<file path="config.mk">
export PLATFORM = sky130hd
export DESIGN_NAME = ioport_multimode
export DESIGN_NICKNAME = d
export VERILOG_FILES = /design/src/rtl/port_cfg_pkg.sv /design/src/rtl/port_regs.sv /design/src/rtl/port_pin_mux.sv /design/src/rtl/ioport_multimode.sv
export SDC_FILE = /design/constraint.sdc
export NUM_CORES = 1
export LEC_CHECK = 0
export ABC_AREA = 1
export BUFFER_PORTS_ARGS = -buffer_cell sky130_fd_sc_hd__buf_2
export CAP_MARGIN = 20
export CORE_UTILIZATION = 50
export CTS_CLUSTER_DIAMETER = 40
export CTS_CLUSTER_SIZE = 12
export DETAILED_ROUTE_END_ITERATION = 7
export PLACE_DENSITY = 0.9
export SETUP_SLACK_MARGIN = 0.05
export SYNTH_ARGS = -nofsm -noshare
export SYNTH_HDL_FRONTEND = slang
export SYNTH_HIERARCHICAL = 1
export SYNTH_SLANG_ARGS = --single-unit
</file>
<file path="constraint.sdc">
create_clock -name clk -period 2 [get_ports clk]
set_input_delay 0.4 -clock clk [delete_from_list [all_inputs] [get_ports clk]]
set_output_delay 0.4 -clock clk [all_outputs]
set_load 0.005 [all_outputs]
</file>
<file path="src/rtl/port_cfg_pkg.sv">
`timescale 1ns/1ps
package port_cfg_pkg;
    localparam int OFS_W = 2;

    localparam logic [OFS_W-1:0] OFS_DIN  = 2'd0;
    localparam logic [OFS_W-1:0] OFS_DOUT = 2'd1;
    localparam logic [OFS_W-1:0] OFS_DIR  = 2'd2;
    localparam logic [OFS_W-1:0] OFS_CTRL = 2'd3;

    typedef enum logic [1:0] {
        PIN_CPU       = 2'd0,
        PIN_ADDR      = 2'd1,
        PIN_ADDR_IDLE = 2'd2,
        PIN_LOGIC     = 2'd3
    } pin_mode_e;
endpackage

</file>
<file path="src/rtl/port_regs.sv">
`timescale 1ns/1ps
module port_regs
    import port_cfg_pkg::*;
#(
    parameter int W        = 8,
    parameter bit HAS_CTRL = 1'b1
) (
    input  logic             clk,
    input  logic             rst_n,
    input  logic             wr_en,
    input  logic [OFS_W-1:0] wr_addr,
    input  logic [W-1:0]     wr_data,
    input  logic [OFS_W-1:0] rd_addr,
    input  logic [W-1:0]     pad_in,
    output logic [W-1:0]     rd_data,
    output logic [W-1:0]     dout_q,
    output logic [W-1:0]     dir_q,
    output logic [W-1:0]     ctrl_q
);
    logic [W-1:0] din_q;

    // Data-in sample register; it is read-only, so software writes never reach it.
    always_ff @(posedge clk or negedge rst_n) begin
        if (!rst_n) din_q <= '0;
        else        din_q <= pad_in;
    end

    always_ff @(posedge clk or negedge rst_n) begin
        if (!rst_n) begin
            dout_q <= '0;
            dir_q  <= '0;
        end else if (wr_en) begin
            if (wr_addr == OFS_DOUT) dout_q <= wr_data;
            if (wr_addr == OFS_DIR)  dir_q  <= wr_data;
        end
    end

    generate
        if (HAS_CTRL) begin : g_ctrl
            always_ff @(posedge clk or negedge rst_n) begin
                if (!rst_n)                             ctrl_q <= '0;
                else if (wr_en && wr_addr == OFS_CTRL)  ctrl_q <= wr_data;
            end
        end else begin : g_no_ctrl
            assign ctrl_q = '0;
            // an absent control register never leaves processor I/O
            assert_ctrl_absent_R9: assert property (@(posedge clk) disable iff (!rst_n)
                ctrl_q == '0);
        end
    endgenerate

    always_comb begin
        unique case (rd_addr)
            OFS_DIN:  rd_data = din_q;
            OFS_DOUT: rd_data = dout_q;
            OFS_DIR:  rd_data = dir_q;
            OFS_CTRL: rd_data = ctrl_q;
            default:  rd_data = '0;
        endcase
    end

    // data-out only moves on a write to its own offset
    assert_dout_hold_R2: assert property (@(posedge clk) disable iff (!rst_n)
        !(wr_en && wr_addr == OFS_DOUT) |=> $stable(dout_q));
    assert_dir_hold_R2: assert property (@(posedge clk) disable iff (!rst_n)
        !(wr_en && wr_addr == OFS_DIR) |=> $stable(dir_q));
endmodule

</file>
<file path="src/rtl/port_pin_mux.sv">
`timescale 1ns/1ps
module port_pin_mux
    import port_cfg_pkg::*;
#(
    parameter int W = 8
) (
    input  logic         clk,
    input  logic         rst_n,
    input  logic [W-1:0] dout_q,
    input  logic [W-1:0] dir_q,
    input  logic [W-1:0] ctrl_q,
    input  logic [W-1:0] logic_sel,
    input  logic [W-1:0] pt_oe,
    input  logic [W-1:0] mcell_out,
    input  logic [W-1:0] addr_lat,
    input  logic [W-1:0] pad_in,
    output logic [W-1:0] pad_out,
    output logic [W-1:0] pad_oe,
    output logic [W-1:0] imc_out
);
    generate
        for (genvar i = 0; i < W; i++) begin : g_pin
            pin_mode_e mode;

            // Mode decode: logic select wins, then the control bit picks address-out.
            always_comb begin
                if (logic_sel[i])      mode = PIN_LOGIC;
                else if (ctrl_q[i])    mode = (dir_q[i] | pt_oe[i]) ? PIN_ADDR : PIN_ADDR_IDLE;
                else                   mode = PIN_CPU;
            end

            // Drive per mode; a disabled pin always presents 0.
            always_comb begin
                unique case (mode)
                    PIN_CPU: begin
                        pad_oe[i]  = dir_q[i] | pt_oe[i];
                        pad_out[i] = pad_oe[i] & dout_q[i];
                    end
                    PIN_ADDR: begin
                        pad_oe[i]  = 1'b1;
                        pad_out[i] = addr_lat[i];
                    end
                    PIN_ADDR_IDLE: begin
                        pad_oe[i]  = 1'b0;
                        pad_out[i] = 1'b0;
                    end
                    PIN_LOGIC: begin
                        pad_oe[i]  = pt_oe[i] & dir_q[i];
                        pad_out[i] = pad_oe[i] & mcell_out[i];
                    end
                    default: begin
                        pad_oe[i]  = 1'b0;
                        pad_out[i] = 1'b0;
                    end
                endcase
            end

            assign imc_out[i] = logic_sel[i] & pad_in[i];

            // a released pin carries no value
            assert_quiet_release_R10: assert property (@(posedge clk) disable iff (!rst_n)
                !pad_oe[i] |-> !pad_out[i]);
            // logic drive needs both the term enable and the direction bit
            assert_logic_gate_R7: assert property (@(posedge clk) disable iff (!rst_n)
                (logic_sel[i] && pad_oe[i]) |-> (pt_oe[i] && dir_q[i]));
            // address-out pins carry their own address bit
            assert_addr_drive_R5: assert property (@(posedge clk) disable iff (!rst_n)
                (!logic_sel[i] && ctrl_q[i] && (dir_q[i] || pt_oe[i]))
                    |-> (pad_oe[i] && pad_out[i] == addr_lat[i]));
            // input macrocells only see logic-selected pins
            assert_imc_silent_R8: assert property (@(posedge clk) disable iff (!rst_n)
                !logic_sel[i] |-> !imc_out[i]);
        end
    endgenerate
endmodule

</file>
<file path="src/rtl/ioport_multimode.sv">
`timescale 1ns/1ps
module ioport_multimode
    import port_cfg_pkg::*;
#(
    parameter int W        = 8,
    parameter bit HAS_CTRL = 1'b1
) (
    input  logic             clk,
    input  logic             rst_n,
    input  logic             wr_en,
    input  logic [OFS_W-1:0] wr_addr,
    input  logic [W-1:0]     wr_data,
    input  logic [OFS_W-1:0] rd_addr,
    output logic [W-1:0]     rd_data,
    input  logic [W-1:0]     logic_sel,
    input  logic [W-1:0]     pt_oe,
    input  logic [W-1:0]     mcell_out,
    input  logic [W-1:0]     addr_lat,
    input  logic [W-1:0]     pad_in,
    output logic [W-1:0]     pad_out,
    output logic [W-1:0]     pad_oe,
    output logic [W-1:0]     imc_out
);
    logic [W-1:0] dout_q;
    logic [W-1:0] dir_q;
    logic [W-1:0] ctrl_q;

    port_regs #(.W(W), .HAS_CTRL(HAS_CTRL)) regs_i (
        .clk     (clk),
        .rst_n   (rst_n),
        .wr_en   (wr_en),
        .wr_addr (wr_addr),
        .wr_data (wr_data),
        .rd_addr (rd_addr),
        .pad_in  (pad_in),
        .rd_data (rd_data),
        .dout_q  (dout_q),
        .dir_q   (dir_q),
        .ctrl_q  (ctrl_q)
    );

    port_pin_mux #(.W(W)) mux_i (
        .clk       (clk),
        .rst_n     (rst_n),
        .dout_q    (dout_q),
        .dir_q     (dir_q),
        .ctrl_q    (ctrl_q),
        .logic_sel (logic_sel),
        .pt_oe     (pt_oe),
        .mcell_out (mcell_out),
        .addr_lat  (addr_lat),
        .pad_in    (pad_in),
        .pad_out   (pad_out),
        .pad_oe    (pad_oe),
        .imc_out   (imc_out)
    );
endmodule

</file>
Yosys cells after proc, flatten, opt, wreduce, memory -nomap -nowiden
Index checks and enable logic that the tools add are counted.
- latch bits: 0
- memories: 0
- word-level logic and storage cells: 127
- bits in read-only memories: 0
- memory bits (writable): 0
- register bits after elaboration: 32
- output and inout port bits: 32
- add/sub/neg operators: 0
- equal/unequal tests: 30
- muxes and demuxes: 41
- div/mod/pow operators: 0
- bitwise logic cells: 40
- reduce and logical (&&, ||, !) cells: 12
- multiply operators: 0
- magnitude comparators: 0
- shifts and indexed selects: 0
- operators by type and width (kind ; number):
    case mux 1 bit (4 select lines) ; 16
    2-to-1 mux 2 bit ; 24
    == test 2 bit (second input constant) ; 20
    AND 1 bit ; 32
    case mux 8 bit (4 select lines) ; 1
    == test 2 x 1 -> 1 bit (second input constant) ; 10
    logical NOT 2 bit ; 9
    bitwise OR 1 bit ; 8
    AND reduction 2 bit ; 2
    logical AND 1 bit ; 1

Logic depth before layout (Yosys ltp)
- depth in word-level cells: 6
- mapped depth: 4
- gate-level depth less buffers: 4

Hierarchy
The synthesis kept the hierarchy.
- by module, submodules not included (module ; area an instance (µm²) ; instances ; cells an instance ; seq. area each (µm²)):
    port_regs ; 1410.1 ; 1 ; 141 ; 800.8
    port_pin_mux ; 459.2 ; 1 ; 103 ; 0.0

Least setup slack after synthesis
OpenSTA, ideal clock, no wires.
- kind: in2out
- from: in rd_addr[1]
- to: out rd_data[0]
- data required time: 1600 ps
- setup slack: 595 ps
- stages: 4
- data arrival time: 1005 ps
- path buffers: 1
- path through: buf_4 -> nor2_1 -> nand2_1 -> nand4_1
- longest elaborated chain between the ends: 2
- elaborated cells between the ends (all ways): 5
- RTL lines (item ; RTL line ; source):
    from (decl) ; ioport_multimode.sv:13 ; input logic [OFS_W-1:0] rd_addr,
    == test 2 bit, or another cell as far along ; port_regs.sv:53 ; unique case (rd_addr)
    case mux 8 bit (4 select lines) (*) ; port_regs.sv:53 ;
    to (decl) ; ioport_multimode.sv:14 ; output logic [W-1:0] rd_data,
Mark *: on every way between the ends. The rest lies on a longest branch, timed or not.

Worst setup path after layout
- from: in rd_addr[0]
- to: out rd_data[3]
The elaborated chain is that of the path after synthesis.

==> metrics <==
Slew Limit Fails 0; total gr overflow 0; hold buffers post-CTS 0; CP Class in -> out; per-cell routed wire length 12.3 um; Synth top area share 42.8%; die footprint between 3000 and 4000 sq um; Worst EP arrival 1.17 ns; mapped cell area around 1900 sq um; initial detailed-routing violation count 153; Initial Utilization a little over half; drt pass-1 iters 4; number of synthesis warnings 6; Routed WL 4.68 mm; Post-Route Setup TNS 0 ns; average vias per placed instance just over 5; vias 1976; Least-Margin Pin Slew roughly 0.7 ns; leak pwr around 1.4 nW; core area around 3500 sq um; aggregate global-route resource usage 25.6%; Post-DRT Antenna Nets 0; overall power 1.93 mW; Post-CTS Resized 0; Max Fclk 0.638 GHz; Hold Crit Class in -> async; Mapped Cells ~240; Max Cap Viol 0; FILL cells 291; final setup fails 0; Worst Reg-to-Reg Cells 2; CP max-delay cell inv_1; die span in y 63.1 um; Reg area 801 sq um; Max Clock Skew 0 ns; Crit path top cell by count buf_2; Final period util between 70% and 80%; area leader, netlist dfrtp_1; DP HPWL 3.49 mm; status finished, final reports clean; Area contributors post-synth dfrtp_1 43%, nand2_1 11%, nand3_1 10%; antenna cells 0; CP Launch Type input port; multi-input logic area approximately 860 sq um; first-pass GRT wire length 7.92 mm; number of global-route vias before repair around 1900; Clock Latency Late Sink 0.29 ns; PD cells between 700 and 800 nW/um^2; count of cell types in the netlist 16; utilization after layout a little under three quarters; share of cells above drive strength 1 34.0%; Final GP Congestion approximately 0.78; I/O pin total 87; clock buffer depth 2; initial antenna violation count 0; Worst R2R End regs_i/dir_q[3]$_DFFE_PN0P_; Synthesized Nets about 300; Root Buffer clkbuf_8; nets roughly 390; CTS tree done; RSZ-0062 raised after global routing no; setup slack, reg-to-reg around 1.3 ns; area growth from synthesis to layout 31.5%; Worst EP required between 1.5 and 2 ns; slowest cell delay on critical path around 0.25 ns; H-tree levels 2; worst vdd ir roughly 0.42 mV; CP Max Fanout 9; crit end category primary output; post-synthesis sequential area ratio roughly 43%; FP Rows 21; fin crit period between 1.5 and 2 ns; clock buffer count from CTS 5; IO buf count 86; post-CTS setup buffer count 0; Hold Fails Final Rpt 0; largest net degree at the start of global routing 33; Worst-path clk slew around 0.07 ns; cells along the critical path buf_2 -> inv_1 -> nand3_1 -> nand4_1 -> buf_2; worst hold slack between 0.1 and 0.15 ns; Slew HR between 50% and 60%; clock sink count 32; Synth Register Bits 32; syn avg cell area around 7.7 sq um; Die Width 63.1 um; worst reg2reg startpoint regs_i/dir_q[3]$_DFFE_PN0P_; DRC violations left 0
==> power by group <==
group          total (mW)  switching (mW)  internal (mW)
Clock               0.680           0.241          0.439
Combinational       0.433           0.233          0.201
Sequential          0.818          0.0849          0.733
Total                1.93           0.558           1.37
==> registers in the layout (all words and copies together) (netlist names) <==
name           cells
regs_i/ctrl_q      8
regs_i/din_q       8
regs_i/dir_q       8
regs_i/dout_q      8
==> cells by family after synthesis <==
family	after synthesis	share of synthesized area, %
fa+ha+maj	1	0.602
flops	32	42.8
buf+inv	48	11.2
compound gates	33	11.2
simple gates	130	34.1
==> how the worst max path moves through the flow <==
stage / start / to / slack (ns) / cells after the start
2_1_floorplan: rd_addr[1] / rd_data[0] / 0.59 / 4
3_3_place_gp: rd_addr[0] / rd_data[5] / 0.49 / 5
3_5_place_dp: rd_addr[0] / rd_data[3] / 0.45 / 5
4_1_cts: regs_i/dir_q[6]$_DFFE_PN0P_ / pad_oe[6] / 0.42 / 2
5_1_grt: regs_i/dir_q[2]$_DFFE_PN0P_ / pad_out[2] / 0.35 / 5
6_report: rd_addr[0] / rd_data[3] / 0.43 / 5
==> critical path: cells and delay by family <==
kind / cells / cell delay (ns)
buffers and inverters: 3 / 0.53
AND/OR/NAND/NOR: 2 / 0.24
==> Yosys cell counts <==
library cell,n
buf_6,3
o21ai_0,9
nand3b_4,2
maj3_2,1
o21ai_2,12
buf_4,1
dfrtp_1,32
buf_2,2
nor2_1,10
nand2_1,56
nand3_4,1
buf_1,1
nand4_1,22
inv_1,41
nand3_1,39
o21ai_1,12
==> cell type report <==
| cell class | count | area share (%) |
|---|---|---|
| clock buffer | 7 | 3.92 |
| clock inverter | 1 | 1.22 |
| inverter | 41 | 6.26 |
| multi-input combinational | 164 | 35.0 |
| sequential | 32 | 32.6 |
| tap | 46 | 2.34 |
| timing repair buffer | 90 | 18.7 |
==> through the flow <==
stage | std cells | worst slack [ns] | instance area, sq um
6_report | 381 | 0.432 | 2460
5_1_grt | 381 | 0.346 | 2460
4_1_cts | 381 | 0.421 | 2460
3_5_place_dp | 373 | 0.455 | 2330
3_3_place_gp | 373 | 0.485 | 2330
2_1_floorplan | 244 | 0.595 | 1870
==> cell usage in the layout, fill, tap and decap left out, drive strengths merged, types with 2 or more instances in the layout <==
master and n:
nand4 22, inv 41, nand3b 2, o21ai 33, nor2 10, buf 90
nand2 56, dfrtp 32, nand3 40, clkbuf 7
==> metal layers <==
| layer | GRT usage (%) | up-vias | share of wire [%] |
|---|---|---|---|
| met5 | 0 | - | 0 |
| met4 | 11.6 | 0 | 1.1 |
| met3 | 6.70 | 5 | 7.1 |
| met2 | 43.3 | 81 | 49 |
| met1 | 30.2 | 899 | 42 |
| li1 | - | 991 | - |
Note: power is estimated with default switching activity, not from simulation.
